File: src/rtl/perfmon_pkg.sv
package perfmon_pkg;
  localparam int DATA_W    = 32;
  localparam int CODE_W    = 8;
  localparam logic [CODE_W-1:0] CODE_NONE = 8'hFF;

  typedef enum logic [1:0] {
    REG_CTRL = 2'd0,
    REG_CYC  = 2'd1,
    REG_EV0  = 2'd2,
    REG_EV1  = 2'd3
  } reg_sel_e;

  // control word bit positions
  localparam int B_EN     = 0;
  localparam int B_EVCLR  = 1;
  localparam int B_CYCLR  = 2;
  localparam int B_DIV    = 3;
  localparam int B_IE_LO  = 4;   // ie[0]=ev0, ie[1]=ev1, ie[2]=cyc
  localparam int B_OV_LO  = 8;   // same order as ie
  localparam int B_SEL0   = 12;
  localparam int B_SEL1   = 20;
endpackage

File: src/rtl/pm_ctrl.sv
module pm_ctrl
  import perfmon_pkg::*;
(
  input  logic              clk,
  input  logic              rst,
  input  logic              wr,
  input  logic [DATA_W-1:0] wdata,
  input  logic [2:0]        ovf_set,
  output logic              en,
  output logic              div,
  output logic [2:0]        ie,
  output logic [2:0]        ovf,
  output logic [CODE_W-1:0] sel0,
  output logic [CODE_W-1:0] sel1,
  output logic              ev_clr,
  output logic              cyc_clr,
  output logic [DATA_W-1:0] word
);
  logic [2:0] w1c;
  logic       unused_bits;

  assign unused_bits = ^{wdata[7], wdata[11], wdata[31:28]};
  assign ev_clr  = wr & wdata[B_EVCLR];
  assign cyc_clr = wr & wdata[B_CYCLR];
  assign w1c     = wr ? wdata[B_OV_LO +: 3] : 3'b000;

  always_ff @(posedge clk) begin
    if (rst) begin
      en   <= 1'b0;
      div  <= 1'b0;
      ie   <= '0;
      ovf  <= '0;
      sel0 <= '0;
      sel1 <= '0;
    end else begin
      if (wr) begin
        en   <= wdata[B_EN];
        div  <= wdata[B_DIV];
        ie   <= wdata[B_IE_LO +: 3];
        sel0 <= wdata[B_SEL0 +: CODE_W];
        sel1 <= wdata[B_SEL1 +: CODE_W];
      end
      ovf <= (ovf & ~w1c) | ovf_set;
    end
  end

  assign word = {4'b0000, sel1, sel0, 1'b0, ovf, 1'b0, ie, div, 2'b00, en};
endmodule

File: src/rtl/pm_counter.sv
module pm_counter #(
  parameter int W = 32
) (
  input  logic         clk,
  input  logic         rst,
  input  logic         clr,
  input  logic         ld,
  input  logic [W-1:0] ld_val,
  input  logic         inc,
  output logic [W-1:0] cnt,
  output logic         wrap
);
  assign wrap = inc & ~ld & ~clr & (&cnt);

  always_ff @(posedge clk) begin
    if (rst)      cnt <= '0;
    else if (ld)  cnt <= ld_val;
    else if (clr) cnt <= '0;
    else if (inc) cnt <= cnt + 1'b1;
  end
endmodule

File: src/rtl/pm_event_sel.sv
module pm_event_sel #(
  parameter int NUM_EVT = 32,
  parameter int CODE_W  = 8
) (
  input  logic [NUM_EVT-1:0] events,
  input  logic [CODE_W-1:0]  code,
  output logic               hit
);
  localparam int IDX_W = (NUM_EVT > 1) ? $clog2(NUM_EVT) : 1;
  localparam logic [CODE_W-1:0] NONE = '1;

  always_comb begin
    hit = 1'b0;
    if (code != NONE && int'(code) < NUM_EVT)
      hit = events[code[IDX_W-1:0]];
  end
endmodule

File: src/rtl/perf_mon_top.sv
module perf_mon_top
  import perfmon_pkg::*;
#(
  parameter int NUM_EVT  = 32,
  parameter int DIV_LOG2 = 6
) (
  input  logic               clk,
  input  logic               rst,
  input  logic [1:0]         bus_addr,
  input  logic               bus_wr,
  input  logic [31:0]        bus_wdata,
  output logic [31:0]        bus_rdata,
  input  logic [NUM_EVT-1:0] events,
  output logic               irq
);
  localparam int NUM_EC = 2;

  logic              ctrl_en, ctrl_div, ev_clr, cyc_clr;
  logic [2:0]        ctrl_ie, ctrl_ovf, ovf_set;
  logic [CODE_W-1:0] ev_code [NUM_EC];
  logic [DATA_W-1:0] ctrl_word, cyc_cnt;
  logic [DATA_W-1:0] ev_cnt  [NUM_EC];
  logic [NUM_EC-1:0] ev_wrap;
  logic              cyc_wrap, cyc_tick;
  logic [DIV_LOG2-1:0] presc;

  pm_ctrl u_ctrl (
    .clk(clk), .rst(rst),
    .wr(bus_wr && bus_addr == REG_CTRL),
    .wdata(bus_wdata), .ovf_set(ovf_set),
    .en(ctrl_en), .div(ctrl_div), .ie(ctrl_ie), .ovf(ctrl_ovf),
    .sel0(ev_code[0]), .sel1(ev_code[1]),
    .ev_clr(ev_clr), .cyc_clr(cyc_clr), .word(ctrl_word)
  );

  always_ff @(posedge clk) begin
    if (rst || cyc_clr) presc <= '0;
    else if (ctrl_en)   presc <= presc + 1'b1;
  end

  assign cyc_tick = ctrl_en & (~ctrl_div | (&presc));

  pm_counter #(.W(DATA_W)) u_cyc (
    .clk(clk), .rst(rst), .clr(cyc_clr),
    .ld(bus_wr && bus_addr == REG_CYC), .ld_val(bus_wdata),
    .inc(cyc_tick), .cnt(cyc_cnt), .wrap(cyc_wrap)
  );

  for (genvar g = 0; g < NUM_EC; g++) begin : g_ev
    logic hit;
    pm_event_sel #(.NUM_EVT(NUM_EVT), .CODE_W(CODE_W)) u_sel (
      .events(events), .code(ev_code[g]), .hit(hit)
    );
    pm_counter #(.W(DATA_W)) u_cnt (
      .clk(clk), .rst(rst), .clr(ev_clr),
      .ld(bus_wr && bus_addr == 2'(int'(REG_EV0) + g)), .ld_val(bus_wdata),
      .inc(ctrl_en & hit), .cnt(ev_cnt[g]), .wrap(ev_wrap[g])
    );
  end

  assign ovf_set = {cyc_wrap, ev_wrap};

  always_ff @(posedge clk) begin
    if (rst) begin
      bus_rdata <= '0;
      irq       <= 1'b0;
    end else begin
      irq <= |(ctrl_ovf & ctrl_ie);
      unique case (bus_addr)
        REG_CTRL: bus_rdata <= ctrl_word;
        REG_CYC:  bus_rdata <= cyc_cnt;
        REG_EV0:  bus_rdata <= ev_cnt[0];
        default:  bus_rdata <= ev_cnt[1];
      endcase
    end
  end
endmodule

File: config.mk
export PLATFORM = sky130hd
export DESIGN_NAME = perf_mon_top
export DESIGN_NICKNAME = d
export VERILOG_FILES = /design/src/rtl/perfmon_pkg.sv /design/src/rtl/pm_ctrl.sv /design/src/rtl/pm_counter.sv /design/src/rtl/pm_event_sel.sv /design/src/rtl/perf_mon_top.sv
export SDC_FILE = /design/constraint.sdc
export NUM_CORES = 1
export LEC_CHECK = 0
export BUFFER_PORTS_ARGS = -buffer_cell sky130_fd_sc_hd__buf_2
export CORE_UTILIZATION = 50
export CTS_BUF_LIST = sky130_fd_sc_hd__clkbuf_4 sky130_fd_sc_hd__clkbuf_8 sky130_fd_sc_hd__clkbuf_16
export CTS_CLUSTER_SIZE = 8
export DETAILED_ROUTE_END_ITERATION = 6
export GPL_TIMING_DRIVEN = 0
export HOLD_SLACK_MARGIN = 0.12
export PLACE_DENSITY = 0.76
export RECOVER_POWER = 50
export SLEW_MARGIN = 0
export SYNTH_ARGS = -nofsm -noshare
export SYNTH_HDL_FRONTEND = slang
export SYNTH_SLANG_ARGS = --single-unit
File: constraint.sdc
create_clock -name clk -period 2.2 [get_ports clk]
set_input_delay 0.11 -clock clk [delete_from_list [all_inputs] [get_ports clk]]
set_output_delay 0.11 -clock clk [all_outputs]
set_load 0.01 [all_outputs]
==> summary by stage <==
Floorplanning
The die covers 20200 sq um. The height of the die is 142 microns. The count of standard-cell rows is 50.

The die span in x is 142 microns. The floorplan step defined a core boundary enclosing 19000 sq um. The top-level I/O count is 102. The initial core utilization is 0.517.

Pwr
Dividing total power by cell area gives a power density of 554 nW/um^2. The leakage power of the design is 4.59 nW. The worst voltage drop across the vdd grid is 0.653 mV.

Routing
The wire length per cell is 27.2 microns. The routed wire length is 44.6 mm. In the routed design, unresolved DRC markers number 2. For this run, the detailed router's first-pass iteration total came to 7. The starting DRC count in detailed routing is 1884. In this run the remaining antenna-violating nets after routing total 0.

The routed via count is 11800. The number of vias per cell is 7.20.

Outcome
The run finished, with violations left. The checks that failed: DRC, setup timing.

Global routing
The number of antenna violations at the first check in global routing is 1. Entering global routing, the biggest net connects 17 pins. The number of global-route vias before repair is 10600. The global-route wire length before repair is 63.2 mm. The all-layer global routing usage is 0.427.

The remaining global-route overflow is 0.

Placement
After legalization and detailed placement, the total HPWL measured 29.4 mm. Before CTS, the worst setup slack after placement is -594 ps. The count of port buffers added during placement is 99. At the end of routability-driven placement, the weighted congestion stood at 1.04. After detailed placement, the design holds a cell count of 1551.

Yosys
The synthesized design contains 0 enable-type register cells. The net count after synthesis is 1265. Yosys printed 0 warnings. The sequential share of the synthesized area is 0.325.

For this run, asynchronously set or reset flops after synthesis account for 0. For this run, the leading register cell type out of synthesis is dfxtp_1. The synthesized area is 9790 sq um.

Averaged over all synthesized cells, the footprint is 8.22 sq um. The number of standard cells after synthesis is 1192. The number of distinct library cells after synthesis is 77.

The number of synthesized register bits is 159.

Clock tree
The sink count of the clock tree is 159. The H-tree was split into 4 levels. The buffer type at the clock tree root is clkbuf_16. The clock latency of the later-clocked register in the worst-skew pair is 440 ps. The number of buffers between clock root and the deepest sink is 2. The clock-pin slew on the worst setup and hold paths is 70 ps. The number of buffers created by CTS is 17. The TritonCTS clock tree is done.

Timing
The final worst clock skew is 9.25 ps. The number of endpoints with negative hold slack in the final report is 0. The number of slew-limit violations in the final report is 0. The actual slew at the worst max-slew pin is 1150 ps. The setup slack after layout is -278 ps. Setup repair after global routing could not meet its margin everywhere. Measured against its own limit, the worst slew margin works out to 0.234. For the finished layout, the period the worst path requires is 2480 ps.

For this run, the top clock speed supported by timing is 404 MHz. Setup violations remaining at the end of the flow were counted as 64. The final period utilization is 1.13.

Job
Max-cap violations in this run came to 0.

Layout
Leaving out filler cells and counting taps, the final layout contains 1642. The filler cells instantiated in the layout total 1516. The final core area utilization is 0.672. The share of final-layout standard cells stronger than drive strength 1 is 0.241. The library cell used most frequently in the layout, excluding fill and tap cells, is nand2_1. The net count of the finished layout is 1441. In the layout the commonest cells are nand2_1, dfxtp_1, a21oi_1.

Compared with the post-synthesis result, the final layout area differs by 30.0%.

Critical path
The class of the most critical setup path is reg2reg. The startpoint class of the critical path is a flop. The highest fanout seen on the critical path is 10. The element type at the critical path end is a flop. The data arrival time of the worst path is 2810 ps. The largest single stage delay on the critical path is 350 ps. The standard cell with the maximum stage delay on the critical path is nor4_1. Counting stages on the worst path, the most repeated cell is buf_6. At the worst endpoint, the required time is 2530 ps. The signal on the critical path passes through buf_6 > buf_12 > mux4_2 > mux2i_2 > o221a_1 > nor4_4 > buf_6 > buf_4 > nor3_1 > nor4_1. Across all register-to-register paths, the minimum setup slack is -280 ps.

Min path
The worst hold path class is in2reg.
[flip-flops by register name, indices dropped and copies added, names as in the netlist]
name	cells
u_ctrl.en	1
presc	6
irq	1
u_ctrl.ovf	3
u_cyc.cnt	32
u_ctrl.sel0	8
g_ev.u_cnt.cnt	64
u_ctrl.ie	3
u_ctrl.sel1	8
u_ctrl.div	1
bus_rdata	32
[layout make-up]
cell class | instances | area [sq um] | area share
multi-input combinational | 912 | 6720 | 0.528
sequential | 159 | 3220 | 0.253
timing repair buffer | 167 | 1260 | 0.0989
buffer | 93 | 577 | 0.0453
clock buffer | 17 | 425 | 0.0334
tap | 260 | 325 | 0.0255
clock inverter | 15 | 138 | 0.0108
inverter | 18 | 67.6 | 0.00531
antenna | 1 | 2.50 | 0.000197
[logic make-up (layout without fill, tap and decap cells)]
kind of cell               after synthesis  in the layout  share of synthesized area
other                                    0              1                          0
DFF                                    159            159                      0.325
adders and majority gates                4              4                    0.00511
xor gates and xnor gates                11             11                    0.00984
buffers and inverters                  121            310                     0.0553
and+or+nand+nor                        502            502                      0.265
AOI/OAI and AO/OA                      334            334                      0.232
muxes                                   61             61                      0.108
[timing repair]
item,in CTS,in global routing
endpoints found under the hold margin,69,0
cloned,3,7
gates resized for setup,102,124
hold buffers,31,0
setup endpoints to repair,95,98
pin swaps,26,48
buffers inserted,19,13
[routing by layer]
layer / part of all wire / GRT usage / routed length, microns / up-vias
met2: 0.42 / 0.648 / 18800 / 1108
met4: 0.091 / 0.310 / 4060 / 2
met1: 0.35 / 0.527 / 15400 / 5488
li1: - / - / - / 4898
met5: 0.00036 / 0 / 16 / -
met3: 0.14 / 0.108 / 6400 / 319
[through the flow]
stage	setup TNS (ps)	hold WS, ps	power, mW	area (sq um)
global placement	-25090	430	3.92	10600
CTS	-4520	169	6.85	12100
global route	-13830	234	7.18	12700
finish	-9300	207	7.05	12700
detailed placement	-26610	432	3.93	10600
floorplan	0	243	3.55	9790
[critical path, delay by kind of cell, from the launching register on]
kind	cells	cell delay (ps)
flip-flops	1	320
AO/OA/AOI/OAI	1	300
multiplexers	2	310
AND/OR/NAND/NOR	3	750
buffers and inverters	4	680
[path summary, 6_finish.rpt]
check | startpoint | endpoint | depth (start not counted)
worst max-delay path | u_ctrl.sel1[1]$_SDFFE_PP0P_ | g_ev[1].u_cnt.cnt[21]$_SDFFE_PP0P_ | 10
worst min-delay path | rst | g_ev[1].u_cnt.cnt[28]$_SDFFE_PP0P_ | 3
worst max register to register | u_ctrl.sel1[1]$_SDFFE_PP0P_ | g_ev[1].u_cnt.cnt[21]$_SDFFE_PP0P_ | 10
worst min register to register | u_ctrl.sel1[6]$_SDFFE_PP0P_ | u_ctrl.sel1[6]$_SDFFE_PP0P_ | 2
[cell usage after synthesis (all sizes together) (10+ instances only)]
cell type	count	area (sq um)
nor4	16	121
dfxtp	159	3180
or3	11	68.8
mux2i	15	150
nor2	60	225
and2	33	206
nand2	160	601
nand4	43	269
buf	30	200
nor3	59	295
a211oi	25	188
and3	41	257
mux2	12	135
o311a	10	100
a21oi	121	606
nand3	29	150
and4	17	149
o21ai	33	165
inv	18	67.6
mux4	34	769
a221oi	12	118
a31oi	28	175
a22oi	16	120
clkbuf	73	274
[power by group]
group / total [mW] / switching, mW / internal (mW)
clock: 2.93 / 1.36 / 1.57
combinational: 1.09 / 0.670 / 0.423
sequential: 3.03 / 0.0949 / 2.94
total: 7.05 / 2.13 / 4.93
Power figures use the tool's default switching activity.
